### config.mk
export PLATFORM = sky130hd
export DESIGN_NAME = pwr_latch_seq
export DESIGN_NICKNAME = d
export VERILOG_FILES = /design/src/rtl/pls_pkg.sv /design/src/rtl/pls_edge_pulse.sv /design/src/rtl/pls_session_timer.sv /design/src/rtl/pls_latch_fsm.sv /design/src/rtl/pls_supply_mon.sv /design/src/rtl/pwr_latch_seq.sv
export SDC_FILE = /design/constraint.sdc
export NUM_CORES = 1
export LEC_CHECK = 0
export ABC_AREA = 1
export BUFFER_PORTS_ARGS = -buffer_cell sky130_fd_sc_hd__buf_2
export CAP_MARGIN = 20
export CORE_MARGIN = 8
export CORE_UTILIZATION = 54
export CTS_BUF_LIST = sky130_fd_sc_hd__clkbuf_8
export CTS_CLUSTER_SIZE = 20
export DETAILED_ROUTE_END_ITERATION = 7
export GPL_TIMING_DRIVEN = 0
export PLACE_DENSITY_LB_ADDON = 0.1
export REMOVE_ABC_BUFFERS = 1
export SYNTH_ARGS = -nofsm -noshare
export SYNTH_HDL_FRONTEND = slang
export SYNTH_SLANG_ARGS = --single-unit
### constraint.sdc
create_clock -name clk_i -period 1.2 [get_ports clk_i]
set_input_delay 0 -clock clk_i [delete_from_list [all_inputs] [get_ports clk_i]]
set_output_delay 0 -clock clk_i [all_outputs]
set_load 0.01 [all_outputs]
### src/rtl/pls_pkg.sv
package pls_pkg;
  typedef enum logic [1:0] {
    ST_IDLE  = 2'd0,
    ST_CHECK = 2'd1,
    ST_LATCH = 2'd2
  } pwr_state_e;
endpackage

### src/rtl/pls_edge_pulse.sv
module pls_edge_pulse (
  input  logic clk_i,
  input  logic rst_ni,
  input  logic gnd_a_i,
  input  logic gnd_b_i,
  output logic pwr_pulse_o,
  output logic auto_pulse_o
);
  logic gnd, gnd_q, rise;

  assign gnd  = gnd_a_i | gnd_b_i;
  assign rise = gnd & ~gnd_q;

  // two separate pulse circuits fed by one edge
  always_ff @(posedge clk_i or negedge rst_ni) begin
    if (!rst_ni) begin
      gnd_q        <= 1'b0;
      pwr_pulse_o  <= 1'b0;
      auto_pulse_o <= 1'b0;
    end else begin
      gnd_q        <= gnd;
      pwr_pulse_o  <= rise;
      auto_pulse_o <= rise;
    end
  end

  a_r2_pulse_single: assert property (@(posedge clk_i) disable iff (!rst_ni)
    pwr_pulse_o |=> !pwr_pulse_o);
  a_r2_pulse_needs_rise: assert property (@(posedge clk_i) disable iff (!rst_ni)
    $rose(auto_pulse_o) |-> $past(gnd_a_i | gnd_b_i));
endmodule

### src/rtl/pls_session_timer.sv
module pls_session_timer #(
  parameter int unsigned TICKS = 180
) (
  input  logic clk_i,
  input  logic rst_ni,
  input  logic start_i,
  input  logic tick_i,
  output logic auto_on_o,
  output logic expire_o
);
  localparam int unsigned CNT_W = $clog2(TICKS + 1);
  localparam logic [CNT_W-1:0] LAST = CNT_W'(TICKS - 1);

  logic [CNT_W-1:0] cnt_q;

  always_ff @(posedge clk_i or negedge rst_ni) begin
    if (!rst_ni) begin
      cnt_q     <= '0;
      auto_on_o <= 1'b0;
      expire_o  <= 1'b0;
    end else begin
      expire_o <= 1'b0;
      if (start_i) begin
        // restart beats a coincident final tick
        cnt_q     <= '0;
        auto_on_o <= 1'b1;
      end else if (auto_on_o && tick_i) begin
        if (cnt_q == LAST) begin
          cnt_q     <= '0;
          auto_on_o <= 1'b0;
          expire_o  <= 1'b1;
        end else begin
          cnt_q <= cnt_q + 1'b1;
        end
      end
    end
  end

  a_r7_cnt_range: assert property (@(posedge clk_i) disable iff (!rst_ni)
    cnt_q <= LAST);
  a_r11_idle_tick: assert property (@(posedge clk_i) disable iff (!rst_ni)
    (!auto_on_o && !start_i) |=> !auto_on_o);
  a_r8_restart_wins: assert property (@(posedge clk_i) disable iff (!rst_ni)
    start_i |=> (auto_on_o && !expire_o));
endmodule

### src/rtl/pls_latch_fsm.sv
module pls_latch_fsm
  import pls_pkg::*;
(
  input  logic clk_i,
  input  logic rst_ni,
  input  logic start_i,
  input  logic supply_ok_i,
  input  logic test_fail_i,
  input  logic expire_i,
  output logic reg_en_o,
  output logic latched_o
);
  pwr_state_e state_q, state_d;

  always_comb begin
    state_d = state_q;
    unique case (state_q)
      ST_IDLE:  if (start_i) state_d = ST_CHECK;
      ST_CHECK: begin
        if (expire_i || !supply_ok_i) state_d = ST_IDLE;
        else                          state_d = ST_LATCH;
      end
      ST_LATCH: if (test_fail_i || expire_i) state_d = ST_IDLE;
      default:  state_d = ST_IDLE;
    endcase
  end

  always_ff @(posedge clk_i or negedge rst_ni) begin
    if (!rst_ni) state_q <= ST_IDLE;
    else         state_q <= state_d;
  end

  assign reg_en_o  = (state_q != ST_IDLE);
  assign latched_o = (state_q == ST_LATCH);

  a_r3_rise_needs_ok: assert property (@(posedge clk_i) disable iff (!rst_ni)
    $rose(latched_o) |-> $past(supply_ok_i));
  a_r6_fail_clears: assert property (@(posedge clk_i) disable iff (!rst_ni)
    (latched_o && test_fail_i) |=> (!latched_o && !reg_en_o));
  a_r4_bad_supply_drops: assert property (@(posedge clk_i) disable iff (!rst_ni)
    (reg_en_o && !latched_o && !supply_ok_i) |=> !reg_en_o);
endmodule

### src/rtl/pls_supply_mon.sv
module pls_supply_mon (
  input  logic clk_i,
  input  logic rst_ni,
  input  logic supply_ok_i,
  input  logic unreg_low_i,
  output logic hold_o,
  output logic pwr_irq_o
);
  always_ff @(posedge clk_i or negedge rst_ni) begin
    if (!rst_ni) begin
      hold_o    <= 1'b0;
      pwr_irq_o <= 1'b0;
    end else begin
      hold_o    <= ~supply_ok_i;
      pwr_irq_o <= unreg_low_i;
    end
  end

  a_r9_hold: assert property (@(posedge clk_i) disable iff (!rst_ni)
    !supply_ok_i |=> hold_o);
  a_r10_irq: assert property (@(posedge clk_i) disable iff (!rst_ni)
    unreg_low_i |=> pwr_irq_o);
endmodule

### src/rtl/pwr_latch_seq.sv
module pwr_latch_seq #(
  parameter int unsigned TICKS     = 180,
  parameter int unsigned N_TESTS   = 7,
  parameter logic [N_TESTS-1:0] AUTO_MASK = N_TESTS'(2'b11)
) (
  input  logic               clk_i,
  input  logic               rst_ni,
  input  logic               gnd_a_i,
  input  logic               gnd_b_i,
  input  logic               supply_ok_i,
  input  logic               unreg_low_i,
  input  logic               test_fail_i,
  input  logic               tick_i,
  output logic               reg_en_o,
  output logic               latched_o,
  output logic               auto_on_o,
  output logic               hold_o,
  output logic               pwr_irq_o,
  output logic [N_TESTS-1:0] test_en_o
);
  localparam logic [N_TESTS-1:0] ALL_MASK = '1;

  logic pwr_pulse, auto_pulse, expire;

  pls_edge_pulse u_edge (
    .clk_i        (clk_i),
    .rst_ni       (rst_ni),
    .gnd_a_i      (gnd_a_i),
    .gnd_b_i      (gnd_b_i),
    .pwr_pulse_o  (pwr_pulse),
    .auto_pulse_o (auto_pulse)
  );

  pls_session_timer #(.TICKS(TICKS)) u_timer (
    .clk_i     (clk_i),
    .rst_ni    (rst_ni),
    .start_i   (auto_pulse),
    .tick_i    (tick_i),
    .auto_on_o (auto_on_o),
    .expire_o  (expire)
  );

  pls_latch_fsm u_fsm (
    .clk_i       (clk_i),
    .rst_ni      (rst_ni),
    .start_i     (pwr_pulse),
    .supply_ok_i (supply_ok_i),
    .test_fail_i (test_fail_i),
    .expire_i    (expire),
    .reg_en_o    (reg_en_o),
    .latched_o   (latched_o)
  );

  pls_supply_mon u_mon (
    .clk_i       (clk_i),
    .rst_ni      (rst_ni),
    .supply_ok_i (supply_ok_i),
    .unreg_low_i (unreg_low_i),
    .hold_o      (hold_o),
    .pwr_irq_o   (pwr_irq_o)
  );

  assign test_en_o = auto_on_o ? AUTO_MASK : ALL_MASK;

  a_r3_latch_needs_reg: assert property (@(posedge clk_i) disable iff (!rst_ni)
    latched_o |-> reg_en_o);
  a_r7_expiry_drops_latch: assert property (@(posedge clk_i) disable iff (!rst_ni)
    $fell(auto_on_o) |=> !latched_o);
endmodule

Yosys cells after proc, flatten, opt, wreduce, memory -nomap -nowiden
Index checks and enable logic that the tools add are counted.

word-level totals
  register bits = 16
  input port bits = 8
  output and inout port bits = 12

cells by class
  add/sub/neg operators = 1
  equality and inequality tests = 5
  multiplexer cells = 14
  bitwise operators = 4
  reduce and logical (&&, ||, !) cells = 10

operators with widths
  operator             number
  $mux 8               3
  $add 8x1->8 const B  1
  $eq 8x8->1 const B   1
  $mux 7               1
  $mux 1               6
  $mux 2               3
  $pmux 2 s3           1
  $reduce_bool 2->1    3
  $reduce_and 2->1     2
  $eq 2x1->1 const B   1
  $eq 2x2->1 const B   1
  $logic_not 2->1      1
  $logic_or 1x1->1     2
  $ne 2x1->1 const B   1
  $ne 2x2->1 const B   1
  $not 1->1            2
  $and 1x1->1          1
  $logic_and 1x1->1    1
  $logic_not 1->1      1
  $or 1x1->1           1

Logic depth before layout (Yosys ltp)
  depth after elaboration = 4
  depth in mapped cells = 7
  mapped depth without buffers = 7

Cells and area by module
A second synthesis with hierarchy kept.

second synthesis, totals
  cells, all modules = 107
  area, all modules = 859.6 sq um

modules (own cells, without submodules)
  module             instances  cells each  area an instance (sq um)  seq. area each (sq um)
  pls_session_timer  1          75          580.6                     250.2
  pls_latch_fsm      1          15          101.3                     50.0
  pls_edge_pulse     1          6           71.3                      50.0
  pls_supply_mon     1          3           53.8                      50.0
  pwr_latch_seq      1          8           52.6                      0.0

Least setup slack after synthesis
Ideal clock, no wire load.

  path kind = register to register
  start = reg u_timer.cnt_q[1]
  end = reg u_timer.auto_on_o
  setup time = 127 ps
  arrival time = 968 ps
  data required time = 1073 ps
  slack = 105 ps
  stages on the path, launching flop included = 7
  path through = dfrtp_1 > ha_1 > nand2_1 > nor2_2 > nand3_2 > nand2_2 > o21ai_1

between the ends
  longest elaborated chain between the ends = 3

ends and longest elaborated chain
  item                                RTL line                 source
  from (decl)                         pls_session_timer.sv:14  logic [CNT_W-1:0] cnt_q;
  from (signal assigned)              pls_session_timer.sv:33  cnt_q <= cnt_q + 1'b1;
  $eq 8x8->1                          pls_session_timer.sv:28  if (cnt_q == LAST) begin
  $reduce_bool 2->1 (no source line)  n/a
  $reduce_and 2->1 (no source line)   n/a
  to (signal assigned)                pls_session_timer.sv:19  auto_on_o <= 1'b0;
  to (signal assigned)                pls_session_timer.sv:26  auto_on_o <= 1'b1;
  to (signal assigned)                pls_session_timer.sv:30  auto_on_o <= 1'b0;
  to (decl)                           pls_session_timer.sv:8   output logic auto_on_o,

Every way passes these cells.
A chain may end at the register's enable or synchronous reset.

Worst setup path in the final report
Same ends and word-level chain as after synthesis.

==> impl_metrics.toml <==
[timing]
rsz0062_at_grt = "yes"
fin_crit_sh_pct = 105
fmax_mhz = 795
worst_clock_skew_ns = 0.00238
final-hold-violation-count = 0
slew_violations = 0
fin_crit_ns = 1.26
finalSetupViolCount = 7
setup_slack_ns = -0.0578

[layout]
post-route-util_pct = 78.0
syn2layout_area_growth_pct = 38.5
drive_above_1_share_pct = 41.5
seq_area_sq_um = 400
fillers = 98
stdcell_area_sq_mm = 0.00116
multi_input_area_sq_um = 424
fin_nets = 142
stdcell_count = 147

[worst_setup_path]
path_cells = "ha_2, nand2_2, nor2_4, nand3_4, nand2_4, o21ai_1"
critPathSlowestCell = "dfrtp_1"
worst_setup_path_end_kind = "register"
cp.required_ns = 1.33
critPathMaxFanout = 5
start_kind = "register"
crit_buf_inv = 0
cpPeakStageDelay_ns = 0.40
arrival_ns = 1.39
crit_family = "simple AND/OR/NAND/NOR gates"
r2r_setup_slack_ns = -0.06
worstSetupPathType = "register to register"

[synth]
yosys-top-cells-count = "nand2_1 (19), dfrtp_1 (16), inv_1 (14)"
syn_inst = 102
yosys.area.top_type_share_pct = 47.8
postSynth.asyncResetShare_pct = 100
synth_area_leader_cell = "dfrtp_1"
yosysWarnings = 0
synthTopCellsByArea = "dfrtp_1 (48%), nand2_1 (8.5%), inv_1 (6.3%)"
synth_edf_count = 0
synth_most_common_cell = "nand2_1"
synth.avg_cell_area_sq_um = 8.22
ys_types = 20
ys.flop_type = "dfrtp_1"
synth_seq_cells = 16
yosysSeqAreaShare_pct = 47.8
synth_area_sq_um = 838

[drt]
firstDrtPassIters = 4
vias = 755
initialDrtViolationCount = 17
wl_per_cell_um = 14.0
ant_nets = 0
vias_per_cell = 5.14
wirelength_mm = 2.07
drc = 0

[power]
power_mw = 1.54
power_leakage_nw = 0.576
powerDensity_mw_per_mm2 = 1320
ir_drop_uv = 1110

[run_status]
outcome = "finished with violations"
violations = "setup timing"

[floorplanning]
core_sq_mm = 0.00149
die_w_um = 55.4
start_util_pct = 56.3
die_area_sq_mm = 0.00307
die_h_um = 55.4
io_pins = 20
rows = 14

[grt]
globalRouteTotalUtil_pct = 13.2
antenna_found_initial = 1
grt_pass1_vias = 735
grt_max_degree = 17
grt_pass1_wl_mm = 3.35
grt_overflow = 0

[flow_run]
drv_cap = 0

[clock_network]
cts-root-buf = "clkbuf_8"
cts.path.max_buffers = 2
cts_buffers = 3
clk_pin_slew_worst_paths_ns = 0.06
cts_num_sinks = 16
cts_tree = "yes"
clock_latency_ns = 0.25
htree_levels = 1

[hold_path]
hold_path_class = "input pin to register"

[placement]
dp_hpwl_mm = 1.19
port-buffer-count = 17
routabilityCongestion = 0.744
placedCellCount = 130
place_area_sq_um = 902
-- path summary, 6_finish.rpt --
path / startpoint / end / depth (start not counted)
max in group asynchronous: rst_ni / u_timer.cnt_q[2] / 2
min: tick_i / u_timer.cnt_q[1] / 4
min in group asynchronous: rst_ni / u_mon.hold_o / 2
min reg2reg: u_timer.expire_o / u_fsm.state_q[1] / 1
max: u_timer.cnt_q[1] / u_timer.auto_on_o / 6
max reg2reg: u_timer.cnt_q[1] / u_timer.auto_on_o / 6
-- flip-flops by register name, indices dropped and copies added, names as in the netlist --
name                 count
u_timer.auto_on_o        1
u_mon.hold_o             1
u_edge.gnd_q             1
u_fsm.state_q            2
u_edge.auto_pulse_o      1
u_timer.cnt_q            8
u_timer.expire_o         1
u_mon.pwr_irq_o          1
-- timing repair --
item	in CTS	in global routing
gates resized for setup	13	13
endpoints found under the hold margin	21	1
hold buffers	6	1
pin swaps	7	12
buffers inserted	6	1
endpoints found under the setup margin	7	11
-- layout make-up --
class | instances | share of cell area [%]
multi-input cells | 65 | 36.5
flip-flops and latches | 16 | 34.5
repair buffers | 30 | 18.3
inverters | 16 | 5.17
clock buffers | 3 | 3.56
well taps | 16 | 1.72
diodes | 1 | 0.216
-- power by group --
group	leakage, nW	switching (mW)	internal [mW]
registers	0.208	0.0565	0.591
clock network	0.0216	0.183	0.223
logic	0.346	0.254	0.229
total	0.576	0.493	1.04
-- cells in the final DEF (no fill, tap or decap), drive strengths merged --
cell,count
dfrtp,16
or2,1
conb,2
diode,1
dlygate4sd3,6
clkbuf,3
ha,2
xor2,1
nand4,2
buf,24
nor2,19
a21oi,3
inv,16
nand3,11
nand2,22
o21ai,2
-- cells by family (layout without fill, tap and decap cells) --
logic type      count (synthesis)  in the layout  synth area share, %
simple gates                   55             55                 32.2
buf+inv                        22             49                 12.5
flops                          16             16                 47.8
compound gates                  5              5                 2.98
fa+ha+maj                       2              2                 2.98
other cells                     1              3                0.447
xor+xnor                        1              1                 1.04
-- per-stage QoR --
stage	hold WS, ns	setup slack (ns)	setup TNS (ns)
finish	0.176	-0.0578	-0.206
global route	0.207	-0.130	-0.828
CTS	0.00239	-0.00686	-0.00686
detailed placement	-0.0709	-0.0544	-0.206
global placement	-0.0745	-0.0272	-0.0609
floorplan	-0.296	0.0937	0
-- worst min-delay path: stages --
cell     delay (ns)
buf_2          0.09
nand2_1        0.13
nand3_1        0.10
nand2_1        0.06
-- metal layers --
layer / up-vias / track usage, % / routed length, um
met5: - / 0 / 0
met4: 0 / 7.04 / 27
met3: 4 / 4.79 / 75
met2: 16 / 21.2 / 1090
met1: 372 / 14.8 / 876
li1: 363 / - / -
Note: power is estimated with default switching activity, not from simulation.
